===== config.mk =====
export PLATFORM = sky130hd
export DESIGN_NAME = dbg_trig_unit
export DESIGN_NICKNAME = d
export VERILOG_FILES = /design/src/rtl/dbg_trig_pkg.sv /design/src/rtl/dbg_trig_cfg.sv /design/src/rtl/dbg_trig_mcmp.sv /design/src/rtl/dbg_trig_cnt.sv /design/src/rtl/dbg_trig_seq.sv /design/src/rtl/dbg_trig_unit.sv
export SDC_FILE = /design/constraint.sdc
export NUM_CORES = 1
export LEC_CHECK = 0
export CAP_MARGIN = 20
export CORE_UTILIZATION = 28
export CTS_CLUSTER_DIAMETER = 100
export DETAILED_ROUTE_END_ITERATION = 7
export HOLD_SLACK_MARGIN = 0.12
export PLACE_DENSITY_LB_ADDON = 0.3
export SYNTH_ARGS = -nofsm -noshare
export SYNTH_HDL_FRONTEND = slang
export SYNTH_SLANG_ARGS = --single-unit

===== constraint.sdc =====
create_clock -name clk_i -period 6 [get_ports clk_i]
set_input_delay 1.2 -clock clk_i [delete_from_list [all_inputs] [get_ports clk_i]]
set_output_delay 1.2 -clock clk_i [all_outputs]
set_load 0.03 [all_outputs]

===== src/rtl/dbg_trig_pkg.sv =====
package dbg_trig_pkg;
  localparam int NUM_COND = 6;
  localparam int C_ADDR   = 0;
  localparam int C_DATA   = 1;
  localparam int C_REGION = 2;
  localparam int C_COUNT  = 3;
  localparam int C_SEQ    = 4;
  localparam int C_XTRIG  = 5;

  localparam logic [3:0] CFG_MODE    = 4'd0;
  localparam logic [3:0] CFG_AVAL    = 4'd1;
  localparam logic [3:0] CFG_AMASK   = 4'd2;
  localparam logic [3:0] CFG_DVAL    = 4'd3;
  localparam logic [3:0] CFG_DMASK   = 4'd4;
  localparam logic [3:0] CFG_LO      = 4'd5;
  localparam logic [3:0] CFG_HI      = 4'd6;
  localparam logic [3:0] CFG_THRESH  = 4'd7;
  localparam logic [3:0] CFG_WINDOW  = 4'd8;
  localparam logic [3:0] CFG_CTRL    = 4'd9;
endpackage


===== src/rtl/dbg_trig_cfg.sv =====
module dbg_trig_cfg import dbg_trig_pkg::*; #(
  parameter int AW    = 32,
  parameter int DW    = 32,
  parameter int CW    = 16,
  parameter int WW    = 8,
  parameter int CFG_W = 32
) (
  input  logic                clk_i,
  input  logic                rst_ni,
  input  logic                we_i,
  input  logic [3:0]          addr_i,
  input  logic [CFG_W-1:0]    wdata_i,
  output logic [NUM_COND-1:0] mode_o,
  output logic [AW-1:0]       aval_o,
  output logic [AW-1:0]       amask_o,
  output logic [DW-1:0]       dval_o,
  output logic [DW-1:0]       dmask_o,
  output logic [AW-1:0]       lo_o,
  output logic [AW-1:0]       hi_o,
  output logic [CW-1:0]       thresh_o,
  output logic [WW-1:0]       window_o,
  output logic                clr_o,
  output logic                rearm_o
);
  always_ff @(posedge clk_i or negedge rst_ni) begin
    if (!rst_ni) begin
      mode_o   <= '0;
      aval_o   <= '0;
      amask_o  <= '0;
      dval_o   <= '0;
      dmask_o  <= '0;
      lo_o     <= '0;
      hi_o     <= '0;
      thresh_o <= '0;
      window_o <= '0;
    end else if (we_i) begin
      case (addr_i)
        CFG_MODE:   mode_o   <= wdata_i[NUM_COND-1:0];
        CFG_AVAL:   aval_o   <= wdata_i[AW-1:0];
        CFG_AMASK:  amask_o  <= wdata_i[AW-1:0];
        CFG_DVAL:   dval_o   <= wdata_i[DW-1:0];
        CFG_DMASK:  dmask_o  <= wdata_i[DW-1:0];
        CFG_LO:     lo_o     <= wdata_i[AW-1:0];
        CFG_HI:     hi_o     <= wdata_i[AW-1:0];
        CFG_THRESH: thresh_o <= wdata_i[CW-1:0];
        CFG_WINDOW: window_o <= wdata_i[WW-1:0];
        default: ;
      endcase
    end
  end

  assign clr_o   = we_i && (addr_i == CFG_CTRL) && wdata_i[0];
  assign rearm_o = we_i && (addr_i == CFG_CTRL) && wdata_i[1];
endmodule


===== src/rtl/dbg_trig_mcmp.sv =====
module dbg_trig_mcmp #(
  parameter int W = 32
) (
  input  logic [W-1:0] val_i,
  input  logic [W-1:0] ref_i,
  input  logic [W-1:0] mask_i,
  output logic         hit_o
);
  assign hit_o = ~|((val_i ^ ref_i) & mask_i);
endmodule


===== src/rtl/dbg_trig_cnt.sv =====
module dbg_trig_cnt #(
  parameter int CW = 16
) (
  input  logic          clk_i,
  input  logic          rst_ni,
  input  logic          rearm_i,
  input  logic          evt_i,
  input  logic [CW-1:0] thresh_i,
  output logic          hit_o
);
  localparam logic [CW-1:0] CMAX = {CW{1'b1}};
  logic [CW-1:0] cnt_q;

  always_ff @(posedge clk_i or negedge rst_ni) begin
    if (!rst_ni)                   cnt_q <= '0;
    else if (rearm_i)              cnt_q <= '0;
    else if (evt_i && cnt_q != CMAX) cnt_q <= cnt_q + 1'b1;
  end

  // fires only on the crossing step
  assign hit_o = !rearm_i && evt_i && (cnt_q == thresh_i) && (thresh_i != CMAX);
endmodule


===== src/rtl/dbg_trig_seq.sv =====
module dbg_trig_seq #(
  parameter int WW = 8
) (
  input  logic          clk_i,
  input  logic          rst_ni,
  input  logic          rearm_i,
  input  logic          evt_a_i,
  input  logic          evt_b_i,
  input  logic [WW-1:0] window_i,
  output logic          armed_o,
  output logic          hit_o
);
  logic [WW-1:0] rem_q;

  assign armed_o = (rem_q != '0);
  assign hit_o   = !rearm_i && armed_o && evt_b_i;

  always_ff @(posedge clk_i or negedge rst_ni) begin
    if (!rst_ni)      rem_q <= '0;
    else if (rearm_i) rem_q <= '0;
    else if (evt_a_i) rem_q <= window_i;
    else if (hit_o)   rem_q <= '0;
    else if (armed_o) rem_q <= rem_q - 1'b1;
  end
endmodule


===== src/rtl/dbg_trig_unit.sv =====
module dbg_trig_unit import dbg_trig_pkg::*; #(
  parameter int AW    = 32,
  parameter int DW    = 32,
  parameter int CW    = 16,
  parameter int WW    = 8,
  parameter int CFG_W = 32
) (
  input  logic             clk_i,
  input  logic             rst_ni,
  input  logic             bus_valid_i,
  input  logic             bus_we_i,
  input  logic [AW-1:0]    bus_addr_i,
  input  logic [DW-1:0]    bus_data_i,
  input  logic             evt_a_i,
  input  logic             evt_b_i,
  input  logic             evt_cnt_i,
  input  logic             xtrig_i,
  input  logic             cfg_we_i,
  input  logic [3:0]       cfg_addr_i,
  input  logic [CFG_W-1:0] cfg_wdata_i,
  output logic             trig_o,
  output logic             sticky_o
);
  logic [NUM_COND-1:0] mode_q, cond;
  logic [AW-1:0] aval, amask, lo, hi;
  logic [DW-1:0] dval, dmask;
  logic [CW-1:0] thresh;
  logic [WW-1:0] window;
  logic clr, rearm, addr_eq, data_eq, cnt_hit, seq_hit, seq_armed;
  logic xtrig_q, any_hit, trig_q, sticky_q;

  dbg_trig_cfg #(.AW(AW), .DW(DW), .CW(CW), .WW(WW), .CFG_W(CFG_W)) u_cfg (
    .clk_i, .rst_ni, .we_i(cfg_we_i), .addr_i(cfg_addr_i), .wdata_i(cfg_wdata_i),
    .mode_o(mode_q), .aval_o(aval), .amask_o(amask), .dval_o(dval), .dmask_o(dmask),
    .lo_o(lo), .hi_o(hi), .thresh_o(thresh), .window_o(window),
    .clr_o(clr), .rearm_o(rearm)
  );

  dbg_trig_mcmp #(.W(AW)) u_acmp (.val_i(bus_addr_i), .ref_i(aval), .mask_i(amask), .hit_o(addr_eq));
  dbg_trig_mcmp #(.W(DW)) u_dcmp (.val_i(bus_data_i), .ref_i(dval), .mask_i(dmask), .hit_o(data_eq));

  dbg_trig_cnt #(.CW(CW)) u_cnt (
    .clk_i, .rst_ni, .rearm_i(rearm), .evt_i(evt_cnt_i), .thresh_i(thresh), .hit_o(cnt_hit)
  );

  dbg_trig_seq #(.WW(WW)) u_seq (
    .clk_i, .rst_ni, .rearm_i(rearm), .evt_a_i, .evt_b_i, .window_i(window),
    .armed_o(seq_armed), .hit_o(seq_hit)
  );

  always_comb begin
    cond           = '0;
    cond[C_ADDR]   = bus_valid_i && addr_eq;
    cond[C_DATA]   = bus_valid_i && data_eq;
    cond[C_REGION] = bus_valid_i && bus_we_i && (bus_addr_i >= lo) && (bus_addr_i <= hi);
    cond[C_COUNT]  = cnt_hit;
    cond[C_SEQ]    = seq_hit;
    cond[C_XTRIG]  = xtrig_i && !xtrig_q;
  end

  assign any_hit = |(cond & mode_q);

  always_ff @(posedge clk_i or negedge rst_ni) begin
    if (!rst_ni) begin
      xtrig_q  <= 1'b0;
      trig_q   <= 1'b0;
      sticky_q <= 1'b0;
    end else begin
      xtrig_q  <= xtrig_i;
      trig_q   <= any_hit;
      sticky_q <= any_hit || (sticky_q && !clr);
    end
  end

  assign trig_o   = trig_q;
  assign sticky_o = sticky_q;
endmodule


==> out/metrics.yaml <==
run_status: "complete, no violations"
antenna_found_initial: 4
max_slew.worst_pin.slew_ns: 0.9548
endpoints_failing_setup: 0
clockBufferDepth: 3
grtUsageTotal_pct: 15.13
path_class_of_the_lowest_slack_min_delay_path: "register to register"
synth.lib_cells_used.distinct: 46
post_synth_instance_area_um2: 12210
place.gp.congestion: 0.8191
postSynth.asyncResetShare_pct: 100.0
core_area_um2: 43080
io_buffer_count: 110
final_min_period_over_clock_period_pct: 60.08
critical_path.n_buffers_inverters: 1
finalClockSkew_ns: 0.01284
vias: 8210
ant_nets: 0
drt_iter0_markers: 489
syn_inst: 1060
crit_chain: "clkdlybuf4s50_1, ha_1, and4_1, nand4_1, nor4_1, a21boi_0, a22oi_1, a21oi_1, o211ai_1"
r2r_cells: 9
cts-htree-levels: 1
grt_pass1_wl_um: 51420
synth_top_cell_by_area: "sky130_fd_sc_hd__dfrtp_1"
cts_made_buffers: 28
post_route_cells_drive_above_1_share_pct: 18.61
combinationalPowerShare_pct: 23.7
max_cap_violations: 0
met2_wirelength_um: 15230
critPathKind: "input port to register"
totalWireLength_um: 32580
netlist_top_cells_area: "sky130_fd_sc_hd__dfrtp_1, sky130_fd_sc_hd__mux2_2, sky130_fd_sc_hd__ha_1"
p_int_mw: 3.622
postCtsSetupRepairBufs: 0
timing.critical_path.slowest_cell_delay_ns: 0.62
unrepaired_setup_endpoints_after_global_routing: "no"
power.static_leakage_nw: 6.579
timing.hold.ws_ns: 0.5046
final.min_clock_period_ns: 3.605
cts_tree: "built"
crit_cells: 9
grt_overflow_total: 0
worst_setup_hold_path_clk_slew_ns: 0.06
cpLargestDelayFamily: "simple AND/OR/NAND/NOR gates"
critical-path-slowest-cell: "sky130_fd_sc_hd__nor4_1"
critical_path_maximum_fanout: 3
fmax_ghz: 0.2774
yosysSeqAreaShare_pct: 51.05
fin_setup_tns_ns: 0
postCtsHoldBufs: 0
avgRoutedWirePerCell_um: 18.30
dp.final_hpwl_um: 23920
synth-edff-count: 0
final-hold-violation-count: 0
top_layer_used: "met5"
worstHoldPathCells: 1
drt_first_pass_iters: 4
cts-resized-gates: 0
ys.warnings.count: 0
worstSkewPairLatency_ns: 0.54
nNetsFinal: 1353
synth.ff_latch_count: 249
die-height_um: 210.8
syn_to_final_growth_pct: 21.88
grt_max_degree: 119
post-layout-total-power_mw: 5.136
p_per_area_nw_per_um2: 345.3
start_kind: "input port"
dominantRegCellSynth: "sky130_fd_sc_hd__dfrtp_1"
critPathRequiredTime_ns: 6.39
route.layer.met1.wl_um: 15460
synth_area_per_cell_um2: 11.51
power.switching_fraction_pct: 29.47
layout.cells.most_common: "sky130_fd_sc_hd__dfrtp_1"
grt_pass1_vias: 8568
report.final.slew_viol_count: 0
synthDominantCellAreaShare_pct: 51.05
layout.cells.most_common_list: "sky130_fd_sc_hd__dfrtp_1, sky130_fd_sc_hd__mux2_2, sky130_fd_sc_hd__clkdlybuf4s50_1"
starting_density_of_the_core_pct: 28.33
power.ir.vdd_worst_v: 0.0001988
cts_root_cell: "sky130_fd_sc_hd__clkbuf_16"
dieWidth_um: 210.8
drt_drc_violations_left: 0
dr_wl_met3_um: 1349
power.clock.fraction_pct: 31.2
crit_path_end_kind: "register"
ioPinCount: 111
routed_via_density: 4.612
worst_slew_margin_rel_pct: 36.35
floorplan.die_area_um2: 44430
rows: 76
power_switching_mw: 1.514
critPathArrivalTime_ns: 3.99
cts_sinks: 249
mappedNetlistNets: 1236
power.sequential.fraction_pct: 45.1
[worst register-to-register path, stage by stage (launching register included)]
cell	delay (ns)
sky130_fd_sc_hd__dfrtp_1	0.33
sky130_fd_sc_hd__inv_1	0.05
sky130_fd_sc_hd__ha_1	0.30
sky130_fd_sc_hd__and4_1	0.22
sky130_fd_sc_hd__nand4_1	0.19
sky130_fd_sc_hd__nor4_1	0.62
sky130_fd_sc_hd__a21boi_0	0.26
sky130_fd_sc_hd__a22oi_1	0.09
sky130_fd_sc_hd__a21oi_1	0.39
sky130_fd_sc_hd__o211ai_1	0.14
[registers in the layout (all words and copies together), names as in the netlist]
register and flops:
u_seq.rem_q 8, u_cfg.aval_o 32, u_cfg.thresh_o 16, xtrig_q 1
u_cfg.lo_o 32, u_cfg.window_o 8, u_cfg.amask_o 32, u_cfg.dval_o 32
u_cnt.cnt_q 16, sticky_o 1, trig_o 1, u_cfg.mode_o 6
u_cfg.hi_o 32, u_cfg.dmask_o 32
[Yosys cell counts (4+ instances only)]
library cell	n
sky130_fd_sc_hd__a211oi_1	4
sky130_fd_sc_hd__a21o_1	7
sky130_fd_sc_hd__a21oi_1	30
sky130_fd_sc_hd__a22oi_1	29
sky130_fd_sc_hd__and4_1	5
sky130_fd_sc_hd__buf_2	8
sky130_fd_sc_hd__clkbuf_1	22
sky130_fd_sc_hd__dfrtp_1	249
sky130_fd_sc_hd__ha_1	67
sky130_fd_sc_hd__inv_1	69
sky130_fd_sc_hd__mux2_2	160
sky130_fd_sc_hd__nand2_1	89
sky130_fd_sc_hd__nand3_1	18
sky130_fd_sc_hd__nand4_1	25
sky130_fd_sc_hd__nor2_1	39
sky130_fd_sc_hd__nor3_1	15
sky130_fd_sc_hd__nor4_1	12
sky130_fd_sc_hd__o21ai_0	67
sky130_fd_sc_hd__xnor2_1	13
sky130_fd_sc_hd__xor2_1	88
[final timing paths]
path	startpoint	end	slack, ns
setup / recovery	bus_addr_i[29]	sticky_o$_DFF_PN0_	2.40
hold / removal	u_cfg.dmask_o[17]$_DFFE_PN0P_	u_cfg.dmask_o[17]$_DFFE_PN0P_	0.50
setup reg to reg	u_cfg.hi_o[30]$_DFFE_PN0P_	sticky_o$_DFF_PN0_	3.27
hold reg to reg	u_cfg.dmask_o[17]$_DFFE_PN0P_	u_cfg.dmask_o[17]$_DFFE_PN0P_	0.50
max in group asynchronous	rst_ni	trig_o$_DFF_PN0_	4.02
min in group asynchronous	rst_ni	u_seq.rem_q[2]$_DFFE_PN0P_	0.60
[final cells by class]
type / count / area (um^2)
flip-flops and latches: 249 / 6231
inverters: 69 / 259.0
diodes: 2 / 5.005
multi-input cells: 709 / 5604
well taps: 585 / 732.0
repair buffers: 120 / 1194
clock inverters: 6 / 33.78
clock buffers: 40 / 817.0
fillers: 4255 / 28200
[routing by layer]
| metal | global-route usage [%] | vias up |
|---|---|---|
| met5 | 0 | - |
| met4 | 3.348 | 2 |
| met3 | 2.409 | 26 |
| met2 | 24.73 | 146 |
| met1 | 21.00 | 4095 |
| li1 | - | 3941 |
[cells by family after synthesis]
family	synth area share, %
buffers and inverters	3.219
AND/OR/NAND/NOR	8.960
adder cells (fa/ha/maj)	6.868
XOR/XNOR	7.248
multiplexers	14.84
flip-flops	51.05
AO/OA/AOI/OAI	7.811
[through the flow]
stage | utilization (%) | area, um^2 | instances | setup WS [ns]
6_report | 34.53 | 14880 | 1780 | 2.395
5_1_grt | 34.52 | 14870 | 1778 | 2.177
4_1_cts | 34.52 | 14870 | 1778 | 2.328
3_5_place_dp | 32.55 | 14020 | 1732 | 1.772
3_3_place_gp | 32.55 | 14020 | 1732 | 1.838
2_1_floorplan | - | 12210 | 1060 | 3.103
[power by group through the flow]
| stage | logic, mW | registers (mW) | clock network [mW] |
|---|---|---|---|
| 2_1_floorplan | 0.848 | 2.28 | 0 |
| 3_3_place_gp | 1.20 | 2.34 | 0 |
| 3_5_place_dp | 1.22 | 2.34 | 0 |
| 4_1_cts | 1.23 | 2.32 | 1.65 |
| 5_1_grt | 1.38 | 2.37 | 1.72 |
| 6_report | 1.22 | 2.32 | 1.60 |
Note: power is estimated with default switching activity, not from simulation.
